===== src/rtl/pcstk_pkg.sv =====
package pcstk_pkg;

  // Kind of address update chosen for a cycle
  typedef enum logic [2:0] {
    OP_HOLD = 3'd0,
    OP_SEQ  = 3'd1,
    OP_JMP  = 3'd2,
    OP_CALL = 3'd3,
    OP_RET  = 3'd4,
    OP_MOV  = 3'd5,
    OP_ADD  = 3'd6,
    OP_TBL  = 3'd7
  } pc_op_e;

  typedef struct packed {
    logic jump;
    logic call;
    logic ret;
    logic mov;
    logic add;
    logic tbl;
  } cmd_t;

  // Strobes are one-hot by contract; a fixed order keeps the choice
  // deterministic should that contract ever be broken.
  function automatic pc_op_e pick_op(cmd_t c, logic inc);
    pc_op_e op;
    if (c.ret)       op = OP_RET;
    else if (c.call) op = OP_CALL;
    else if (c.jump) op = OP_JMP;
    else if (c.mov)  op = OP_MOV;
    else if (c.add)  op = OP_ADD;
    else if (c.tbl)  op = OP_TBL;
    else if (inc)    op = OP_SEQ;
    else             op = OP_HOLD;
    return op;
  endfunction

endpackage


===== src/rtl/pcstk_decode.sv =====
module pcstk_decode
  import pcstk_pkg::*;
(
  input  cmd_t   cmd_i,
  input  logic   inc_i,
  output pc_op_e op_o,
  output logic   push_o,
  output logic   pop_o,
  output logic   redirect_o,
  output logic   seq_o,
  output logic   hold_o
);

  always_comb begin
    op_o       = pick_op(cmd_i, inc_i);
    push_o     = (op_o == OP_CALL);
    pop_o      = (op_o == OP_RET);
    seq_o      = (op_o == OP_SEQ);
    hold_o     = (op_o == OP_HOLD);
    redirect_o = !(seq_o || hold_o);
  end

endmodule


===== src/rtl/pcstk_stack.sv =====
module pcstk_stack #(
  parameter int DEPTH = 8,
  parameter int W     = 14
) (
  input  logic         clk,
  input  logic         rst_n,
  input  logic         push_i,
  input  logic         pop_i,
  input  logic [W-1:0] din_i,
  output logic [W-1:0] top_o
);

  localparam int PTR_W = (DEPTH > 1) ? $clog2(DEPTH) : 1;
  localparam logic [PTR_W-1:0] LAST = PTR_W'(DEPTH - 1);

  logic [PTR_W-1:0] ptr_q;
  logic [PTR_W-1:0] ptr_up;
  logic [PTR_W-1:0] ptr_dn;
  logic [W-1:0]     slot_w [DEPTH];

  // Circular pointer: the next free slot; wraps in both directions
  always_comb begin
    ptr_up = (ptr_q == LAST) ? '0 : ptr_q + PTR_W'(1);
    ptr_dn = (ptr_q == '0) ? LAST : ptr_q - PTR_W'(1);
  end

  always_ff @(posedge clk or negedge rst_n) begin
    if (!rst_n) begin
      ptr_q <= '0;
    end else if (push_i) begin
      ptr_q <= ptr_up;
    end else if (pop_i) begin
      ptr_q <= ptr_dn;
    end
  end

  for (genvar g = 0; g < DEPTH; g++) begin : g_slot
    logic [W-1:0] q;
    logic         wr;
    assign wr = push_i && (ptr_q == PTR_W'(g));
    always_ff @(posedge clk or negedge rst_n) begin
      if (!rst_n) begin
        q <= '0;
      end else if (wr) begin
        q <= din_i;
      end
    end
    assign slot_w[g] = q;
  end

  // Most recent entry sits just below the free slot
  assign top_o = slot_w[ptr_dn];

endmodule


===== src/rtl/pcstk_next.sv =====
module pcstk_next
  import pcstk_pkg::*;
#(
  parameter int PAGE_W = 4,
  parameter int OFS_W  = 10,
  parameter int LOW_W  = 8
) (
  input  pc_op_e                     op_i,
  input  logic [PAGE_W+OFS_W-1:0]    pc_i,
  input  logic [PAGE_W-1:0]          page_i,
  input  logic [OFS_W-1:0]           imm_i,
  input  logic [LOW_W-1:0]           acc_i,
  input  logic [PAGE_W+OFS_W-1:0]    top_i,
  output logic [PAGE_W+OFS_W-1:0]    pc_o,
  output logic [PAGE_W+OFS_W-1:0]    link_o
);

  localparam int PC_W  = PAGE_W + OFS_W;
  localparam int MID_W = OFS_W - LOW_W;
  localparam int UP_W  = PC_W - LOW_W;

  typedef logic [PC_W-1:0] addr_t;

  function automatic addr_t step_one(addr_t a);
    return a + PC_W'(1);
  endfunction

  function automatic addr_t paged_target(logic [PAGE_W-1:0] pg,
                                         logic [OFS_W-1:0] ofs);
    return {pg, ofs};
  endfunction

  function automatic logic [LOW_W-1:0] low_sum(addr_t a,
                                               logic [LOW_W-1:0] v);
    return a[LOW_W-1:0] + v;
  endfunction

  // Page reloaded, middle bits cleared, low byte supplied
  function automatic addr_t cleared_mid(logic [PAGE_W-1:0] pg,
                                        logic [LOW_W-1:0] lo);
    return {pg, {MID_W{1'b0}}, lo};
  endfunction

  // Everything above the low byte retained
  function automatic addr_t kept_upper(addr_t a, logic [LOW_W-1:0] lo);
    logic [UP_W-1:0] up;
    up = a[PC_W-1:LOW_W];
    return {up, lo};
  endfunction

  always_comb begin
    link_o = step_one(pc_i);
    unique case (op_i)
      OP_SEQ:  pc_o = step_one(pc_i);
      OP_JMP:  pc_o = paged_target(page_i, imm_i);
      OP_CALL: pc_o = paged_target(page_i, imm_i);
      OP_RET:  pc_o = top_i;
      OP_MOV:  pc_o = cleared_mid(page_i, acc_i);
      OP_ADD:  pc_o = cleared_mid(page_i, low_sum(pc_i, acc_i));
      OP_TBL:  pc_o = kept_upper(pc_i, low_sum(pc_i, acc_i));
      default: pc_o = pc_i;
    endcase
  end

endmodule


===== src/rtl/paged_pc_seq.sv =====
module paged_pc_seq
  import pcstk_pkg::*;
#(
  parameter int PAGE_W = 4,
  parameter int OFS_W  = 10,
  parameter int LOW_W  = 8,
  parameter int DEPTH  = 8
) (
  input  logic                      clk,
  input  logic                      rst_n,
  input  logic                      inc_en,
  input  logic                      jump_stb,
  input  logic                      call_stb,
  input  logic                      ret_stb,
  input  logic                      movpc_stb,
  input  logic                      addpc_stb,
  input  logic                      tbl_stb,
  input  logic [OFS_W-1:0]          imm_target,
  input  logic [LOW_W-1:0]          acc_val,
  input  logic [PAGE_W-1:0]         page_sel,
  output logic [PAGE_W+OFS_W-1:0]   pc_o
);

  localparam int PC_W = PAGE_W + OFS_W;

  cmd_t            cmd;
  pc_op_e          op;
  logic            push_ev;
  logic            pop_ev;
  logic            redirect_ev;
  logic            seq_ev;
  logic            hold_ev;
  logic [PC_W-1:0] pc_q;
  logic [PC_W-1:0] pc_d;
  logic [PC_W-1:0] link_addr;
  logic [PC_W-1:0] stack_top;

  assign cmd = '{jump: jump_stb, call: call_stb, ret: ret_stb,
                 mov: movpc_stb, add: addpc_stb, tbl: tbl_stb};

  pcstk_decode u_dec (
    .cmd_i      (cmd),
    .inc_i      (inc_en),
    .op_o       (op),
    .push_o     (push_ev),
    .pop_o      (pop_ev),
    .redirect_o (redirect_ev),
    .seq_o      (seq_ev),
    .hold_o     (hold_ev)
  );

  pcstk_stack #(.DEPTH(DEPTH), .W(PC_W)) u_stk (
    .clk    (clk),
    .rst_n  (rst_n),
    .push_i (push_ev),
    .pop_i  (pop_ev),
    .din_i  (link_addr),
    .top_o  (stack_top)
  );

  pcstk_next #(.PAGE_W(PAGE_W), .OFS_W(OFS_W), .LOW_W(LOW_W)) u_nxt (
    .op_i   (op),
    .pc_i   (pc_q),
    .page_i (page_sel),
    .imm_i  (imm_target),
    .acc_i  (acc_val),
    .top_i  (stack_top),
    .pc_o   (pc_d),
    .link_o (link_addr)
  );

  always_ff @(posedge clk or negedge rst_n) begin
    if (!rst_n) begin
      pc_q <= '0;
    end else begin
      pc_q <= pc_d;
    end
  end

  assign pc_o = pc_q;

endmodule


===== config.mk =====
export PLATFORM = sky130hd
export DESIGN_NAME = paged_pc_seq
export DESIGN_NICKNAME = d
export VERILOG_FILES = /design/src/rtl/pcstk_pkg.sv /design/src/rtl/pcstk_decode.sv /design/src/rtl/pcstk_stack.sv /design/src/rtl/pcstk_next.sv /design/src/rtl/paged_pc_seq.sv
export SDC_FILE = /design/constraint.sdc
export NUM_CORES = 1
export LEC_CHECK = 0
export ABC_AREA = 0
export BUFFER_PORTS_ARGS = -buffer_cell sky130_fd_sc_hd__buf_4
export CORE_MARGIN = 10
export CORE_UTILIZATION = 60
export DETAILED_ROUTE_END_ITERATION = 6
export PLACE_DENSITY = 0.79
export SYNTH_ARGS = -nofsm -noshare
export SYNTH_HDL_FRONTEND = slang
export SYNTH_SLANG_ARGS = --single-unit

===== constraint.sdc =====
create_clock -name clk -period 4.35 [get_ports clk]
set_input_delay 0.2175 -clock clk [delete_from_list [all_inputs] [get_ports clk]]
set_output_delay 0.2175 -clock clk [all_outputs]
set_load 0.01 [all_outputs]

==> results by group, run 1 <==
Outcome
  – Status: complete, no violations

Place
  – Final HPWL DP: 11000 um
  – Placed cell areas: 6810 um2
  – DP Worst Slack: about 1.5 ns
  – Gpl congestion: 0.879
  – Placed insts: 780
  – Port Buffers: 44

Finish
  – Area occupied by multi-input gates: 3000 um2
  – Synth-to-Final Area Change: 14.2%
  – Post-layout util: 70.7%
  – Register area: between 3000 and 4000 um2
  – Final net count: 712
  – Post-route cell area: roughly 7400 um2
  – Most common cell after layout, fill and taps aside: dfrtp_1
  – Commonest non-fill, non-tap cells in the layout: dfrtp_1 (129), nand2_1 (115), o21ai_0 (97), buf_4 (49), nor2_1 (43)
  – Final non-filler cell total: 813
  – # diodes: 0
  – Layout cell share with drive strength beyond 1: 16.8%
  – Fillcell total: 709

Pwr
  – Logic gate share of total power: 39.6%
  – Psw: 2.16 mW
  – Maximum vdd drop: 0.440 mV
  – Switching portion of total power: a little under two fifths
  – Clk pwr share: 22.3%
  – Lkg Pwr: 3.30 nW
  – Power Dens Cells: slightly below 800 nW/um2
  – Seq pwr share: a little under two fifths
  – Pint: 3.64 mW

Global routing
  – Antenna violations before repair: 0
  – Met2 usage: a little under two fifths
  – Largest net degree at the start of global routing: 63
  – Vias in the first global route: 5283
  – Grt ovf: 0
  – First-pass GRT wire length: roughly 28000 um
  – GRT Max-Usage Layer: met2
  – Tot GR Track Use: 23.7%
  – Met1 usage: 29.2%
  – Met3 Use GR: 7.19%

Floorplanning
  – Row Count: 37
  – Initial Utilization: 61.9%
  – Io pins: 45
  – Die area: 15300 um2
  – Die height: 124 um
  – Core area: 10400 um2
  – Die X: approximately 120 um

Logic synthesis
  – Post-synth EDFFs: 0
  – Syn Inst Count: ~630
  – Post-synth top area cell: dfrtp_1
  – Yosys top cell area share: 50.1%
  – Synth unique cells: 53
  – Netlist Area Pre-Place: roughly 6400 um2
  – Async set or reset register ratio after synthesis: 100%
  – Syn Area/Cell: between 10 and 15 um2
  – Ranking of synthesized cells by area: dfrtp_1 (50%), mux4_2 (9.8%), o21ai_0 (7.5%)
  – Syn Nets: ~680
  – YS warnings: 0
  – Dominant synthesized flop cell: dfrtp_1
  – Seq cells post-synth: about 130
  – Part of the Yosys area used for sequential elements: 50.1%

Clock tree
  – Clock root buffer: clkbuf_8
  – CTS tree: done
  – Skew-Pair Late Insertion Delay: 0.53 ns
  – Setup bufs post-CTS: 0
  – Clock Sinks: 129
  – Cts repair resizes: 0
  – H-Tree Depth: 4
  – Clock slew at reported path FFs: about 0.060 ns
  – CTS Buffer Depth: 2
  – TritonCTS Buffers: 17
  – # hold bufs at CTS: 2

Critical path
  – Critical path required time: 4.73 ns
  – Critical path's slowest cell: a21o_1
  – Crit path buf inv count: 2
  – Family with the most delay on the worst path: compound AO/OA/AOI/OAI gates
  – Crit path capture type: flip-flop
  – R2r endpoint: pc_o[6]
  – Worst Path Max Fanout: 16
  – R2R cell count: 8
  – R2R setup slack: ~1.5 ns
  – WS Path Type: flip-flop to flip-flop
  – Crit path launch type: flip-flop
  – Crit path DAT: around 3.2 ns
  – RR Startpoint: u_stk.ptr_q[0]
  – Slowest stage delay, CP: 0.59 ns
  – CP Cell Sequence: inv_1, ha_2, a21o_1, buf_4, mux4_2, o2bb2ai_1, a221oi_1, o221ai_1

Timing
  – Rel. slew slack: between 10% and 20%
  – Slew of the pin with the lowest slew margin: 1.26 ns
  – Fin crit share: between 60% and 70%
  – Setup ws final: 1.52 ns
  – RSZ-0062 raised after global routing: no
  – Clock period minus worst slack: 2.83 ns
  – Clock Skew: 0.00660 ns
  – Fin. max-slew vios: 0
  – Final setup fails: 0
  – Setup TNS: 0 ns
  – Final Hold Fails: 0
  – Max Fclk: 354 MHz

Detailed routing
  – Avg WL per Cell: 21.2 um
  – Vias per cell: about 6.5
  – Via count: between 5000 and 6000
  – Routed Antenna Nets: 0
  – Drt first pass iters: 5
  – Drt initial violations: approximately 670
  – DRC errors left: 0
  – Routed WL: 17200 um

Hold path
  – Hold endpoint: pc_o[9]
  – Hold path start: imm_target[9]
  – Hold crit path type: input port to flip-flop
  – Hold depth: 3

Job
  – Max Cap Violations: 0
per-stage QoR:
step | hold WS, ns | power [mW]
2_1_floorplan | -0.0781 | 3.76
4_1_cts | 0.0332 | 5.78
3_3_place_gp | 0.134 | 4.29
3_5_place_dp | 0.143 | 4.44
5_1_grt | 0.0515 | 6.14
6_report | 0.0496 | 5.80
registers in the layout, indices dropped and copies added (netlist names):
name,cells
u_stk.ptr_q,3
pc_o,14
u_stk.g_slot.q,112
routing by layer:
| layer | vias up | wire (um) |
|---|---|---|
| met2 | 273 | 8230 |
| met5 | - | 0 |
| met3 | 52 | 1620 |
| li1 | 2325 | - |
| met4 | 0 | 447 |
| met1 | 2630 | 6930 |
cell families after synthesis:
family,synth area share (%)
adder cells (fa/ha/maj),3.22
XOR/XNOR,2.58
multiplexers,11.6
flip-flops,50.1
buffers and inverters,3.40
AO/OA/AOI/OAI,15.4
AND/OR/NAND/NOR,13.7
worst min-delay path: cells and delay by family:
family / cells / cell delay [ns]
buffers and inverters: 1 / 0.08
AO/OA/AOI/OAI: 2 / 0.22
worst max-delay path by stage:
stage	startpoint	endpoint	slack, ns	cells after the start
final	u_stk.ptr_q[0]	pc_o[6]	1.52	8
after global routing	u_stk.ptr_q[0]	pc_o[6]	1.29	6
after CTS	u_stk.ptr_q[0]	pc_o[6]	1.50	6
after detailed placement	u_stk.ptr_q[0]	pc_o[6]	1.51	6
after global placement	u_stk.ptr_q[0]	pc_o[0]	1.62	6
after floorplan	u_stk.ptr_q[0]	pc_o[7]	1.94	7
power groups by stage:
stage | clock [mW] | sequential [mW] | combinational, mW
CTS | 1.30 | 2.19 | 2.29
finish | 1.30 | 2.21 | 2.30
global placement | 0 | 2.14 | 2.14
global route | 1.36 | 2.26 | 2.52
floorplan | 0 | 2.05 | 1.71
detailed placement | 0 | 2.19 | 2.25
cell type report:
type / count / share of cell area, %
flip-flops and latches: 129 / 43.8
multi-input cells: 456 / 40.8
clock buffers: 25 / 6.57
repair buffers: 51 / 5.27
well taps: 136 / 2.31
clock inverters: 6 / 0.747
inverters: 10 / 0.510
cell usage after synthesis (all sizes together), types with 2 or more instances:
library cell and count:
mux2 6, a221oi 4, a22o 2, a22oi 6, nand2 115, o21a 2
or3 2, nor4 3, ha 15, xor2 11, nand3 11, nor3 3
o2bb2ai 3, nor3b 3, a211oi 3, mux2i 5, a31oi 3, a21oi 38
nand4 4, o21ai 99, o221ai 2, and3 9, inv 10, xnor2 8
or2 3, nor2 43, o22ai 5, nor2b 6, mux4 28, clkbuf 24
dfrtp 129, buf 15
(Power assumes the default switching activity.)
==> run 2: changes to the inputs <==
--- a/config.mk
+++ b/config.mk
@@ -8,9 +8,9 @@
 export ABC_AREA = 0
 export BUFFER_PORTS_ARGS = -buffer_cell sky130_fd_sc_hd__buf_4
 export CORE_MARGIN = 10
-export CORE_UTILIZATION = 60
+export CORE_UTILIZATION = 55
 export DETAILED_ROUTE_END_ITERATION = 6
-export PLACE_DENSITY = 0.79
+export PLACE_DENSITY = 0.77
 export SYNTH_ARGS = -nofsm -noshare
 export SYNTH_HDL_FRONTEND = slang
 export SYNTH_SLANG_ARGS = --single-unit
==> constraint.sdc (replaced) <==
create_clock -name clk -period 2.5 [get_ports clk]
set_input_delay 0.125 -clock clk [delete_from_list [all_inputs] [get_ports clk]]
set_output_delay 0.125 -clock clk [all_outputs]
set_load 0.01 [all_outputs]
==> run 2 against run 1 <==
Sequential share of layout area decreased by 1.7 points; critical path depth decreased by 1; total power increased by 83%; register-to-register slack got worse by 1.4 ns; critical path type unchanged; sequential power increased by 71%; largest cell class unchanged; core utilization decreased by 3.9 points; worst hold slack improved by 0.022 ns; design area increased by 4.0%.
==> results by group, run 2 (synthesis results as in run 1) <==
Outcome
  – Status: complete, no violations (unchanged)

Job
  – Max Cap Violations: 0 (unchanged)

Pwr
  – Psw: 3.92 mW (was 2.16 mW)
  – Pint: 6.72 mW (was 3.64 mW)
  – Switching portion of total power: 36.8% (was 37.3%)
  – Lkg Pwr: 3.45 nW (was 3.30 nW)
  – Logic gate share of total power: 41.8% (was 39.6%)
  – Power Dens Cells: 1390 nW/um2 (was 787 nW/um2)
  – Seq pwr share: 35.6% (was 38.0%)
  – Pwr Total: 10.6 mW (was 5.80 mW)
  – Clk pwr share: 22.6% (was 22.3%)
  – Maximum vdd drop: 0.653 mV (was 0.440 mV)

Finish
  – Commonest non-fill, non-tap cells in the layout: dfrtp_1 (129), nand2_1 (115), o21ai_0 (97), buf_4 (72), nor2_1 (43) (was dfrtp_1 (129), nand2_1 (115), o21ai_0 (97), buf_4 (49), nor2_1 (43))
  – Layout cell share with drive strength beyond 1: 20.3% (was 16.8%)
  – Register area: 3230 um2 (unchanged)
  – Final non-filler cell total: 848 (was 813)
  – Max FFs per register: 112 (unchanged)
  – Synth-to-Final Area Change: 18.8% (was 14.2%)
  – Final net count: 739 (was 712)
  – Most common cell after layout, fill and taps aside: dfrtp_1 (unchanged)
  – Largest reg by FF count: u_stk.g_slot.q (unchanged)
  – # diodes: 0 (unchanged)
  – Post-layout util: 66.8% (was 70.7%)
  – Area occupied by multi-input gates: 3010 um2 (was 3000 um2)
  – Fillcell total: 809 (was 709)

Clock tree
  – TritonCTS Buffers: 17 (unchanged)
  – Setup bufs post-CTS: 0 (unchanged)
  – CTS tree: done (unchanged)
  – Skew-Pair Late Insertion Delay: 0.41 ns (was 0.53 ns)
  – Clock root buffer: clkbuf_16 (was clkbuf_8)
  – Clock Sinks: 129 (unchanged)
  – H-Tree Depth: 4 (unchanged)
  – Clock slew at reported path FFs: 0.06 ns (about the same)
  – CTS Buffer Depth: 2 (unchanged)

Detailed routing
  – Drt first pass iters: 5 (unchanged)
  – Routed WL: 17600 um (was 17200 um)
  – Via count: 5315 (was 5280)
  – Routed Antenna Nets: 0 (unchanged)
  – Avg WL per Cell: 20.7 um (was 21.2 um)
  – DRC errors left: 0 (unchanged)
  – M1 WL: 6830 um (was 6930 um)
  – Uppermost layer routed: met4 (unchanged)
  – Vias per cell: 6.27 (was 6.49)
  – Drt initial violations: 630 (was 665)
  – Met2 WL post-DR: 8670 um (was 8230 um)
  – Routed length on met3: 1600 um (was 1620 um)

Timing
  – Fin crit share: 93.3% (was 65.0%)
  – Fin. max-slew vios: 0 (unchanged)
  – Clock period minus worst slack: 2.33 ns (was 2.83 ns)
  – Max Fclk: 429 MHz (was 354 MHz)
  – Slew of the pin with the lowest slew margin: 0.752 ns (was 1.26 ns)
  – Clock Skew: 0.00916 ns (was 0.00660 ns)
  – Rel. slew slack: 49.5% (was 15.6%)
  – Setup ws final: 0.168 ns (was 1.52 ns)
  – Setup TNS: 0 ns (unchanged)
  – Final setup fails: 0 (unchanged)
  – Final Hold Fails: 0 (unchanged)

Global routing
  – Vias in the first global route: 5635 (was 5283)
  – Tot GR Track Use: 21.8% (was 23.7%)
  – Grt ovf: 0 (unchanged)
  – Antenna violations before repair: 0 (unchanged)
  – Largest net degree at the start of global routing: 59 (was 63)
  – First-pass GRT wire length: 28700 um (was 27700 um)

Critical path
  – Critical path required time: 2.80 ns (was 4.73 ns)
  – Critical path's slowest cell: mux4_2 (was a21o_1)
  – Slowest stage delay, CP: 0.52 ns (was 0.59 ns)
  – Crit path DAT: 2.63 ns (was 3.21 ns)
  – CP Cell Sequence: inv_1, ha_2, a21o_1, mux4_2, mux2i_1, a21oi_1, a211o_1 (was inv_1, ha_2, a21o_1, buf_4, mux4_2, o2bb2ai_1, a221oi_1, o221ai_1)
  – WS Path Type: flip-flop to flip-flop (unchanged)
  – Worst Path Max Fanout: 5 (was 16)
  – Crit path capture type: flip-flop (unchanged)
  – RR Startpoint: u_stk.ptr_q[0] (unchanged)
  – Crit. Startpoint: u_stk.ptr_q[0] (unchanged)
  – Family with the most delay on the worst path: multiplexers (was compound AO/OA/AOI/OAI gates)
  – Crit path buf inv count: 1 (was 2)
  – Crit path launch type: flip-flop (unchanged)

Hold path
  – Hold path start: imm_target[9] (unchanged)
  – Hold crit path type: input port to flip-flop (unchanged)

Floorplanning
  – Io pins: 45 (unchanged)
  – Die X: 128 um (was 124 um)
  – Row Count: 39 (was 37)
  – Die height: 128 um (was 124 um)
  – Initial Utilization: 56.2% (was 61.9%)
  – Die area: 16500 um2 (was 15300 um2)
  – Core area: 11500 um2 (was 10400 um2)

Place
  – DP Worst Slack: 0.205 ns (was 1.51 ns)
  – Port Buffers: 44 (unchanged)
  – Final HPWL DP: 11700 um (was 11000 um)
  – Gpl congestion: 0.942 (was 0.879)
  – Placed insts: 814 (was 780)
## run 2: cell count changes in the layout (fill, tap and decap cells not counted), sizes merged
cell	previous run	this run
clkinvlp	0	3
clkbuf	25	23
bufinv	1	2
buf	49	76
clkinv	5	3
inv	10	11
## run 2: cell type report
class,count,area share (%)
well taps,143,2.34
multi-input cells,456,39.3
flip-flops and latches,129,42.1
inverters,10,0.490
clock buffers,23,6.11
repair buffers,78,8.25
clock inverters,9,1.39
## run 2: worst register-to-register path: stages, from the launching register on
cell and delay [ns]:
dfrtp_1 0.43, inv_1 0.17, ha_2 0.24, a21o_1 0.23, mux4_2 0.52, mux2i_1 0.29
a21oi_1 0.12, a211o_1 0.23
## run 2: power by group through the flow
stage	combinational, mW	sequential [mW]	clock [mW]
floorplan	2.98	3.57	0
global placement	4.16	3.69	0
detailed placement	4.33	3.75	0
CTS	4.43	3.75	2.41
global route	4.89	3.88	2.50
finish	4.45	3.79	2.40
## run 2: routing by layer
layer,GRT usage (%),up-vias
li1,-,2372
met1,25.6,2638
met2,36.0,257
met3,6.62,48
met4,10.1,0
met5,0,-
## run 2: stage by stage
stage | cell area, um2 | hold WS (ns)
2_1_floorplan | 6450 | -0.171
3_3_place_gp | 7060 | 0.228
3_5_place_dp | 7060 | 0.238
4_1_cts | 7650 | 0.0740
5_1_grt | 7660 | 0.0829
6_report | 7660 | 0.0714
## run 2: worst paths after layout
path                                   endpoint  slack, ns  depth (start not counted)
max                                     pc_o[2]       0.17                          7
min                                     pc_o[9]       0.07                          3
max reg2reg                             pc_o[2]       0.17                          7
min reg2reg                u_stk.g_slot[6].q[6]       0.48                          2
max in group asynchronous  u_stk.g_slot[2].q[9]       1.38                          3
min in group asynchronous  u_stk.g_slot[5].q[4]       0.33                          2
## run 2: timing repair
item	4_1_cts	5_1_grt
setup endpoints to repair	0	10
resized for setup	0	2
endpoints found under the hold margin	57	0
hold buffers	2	0
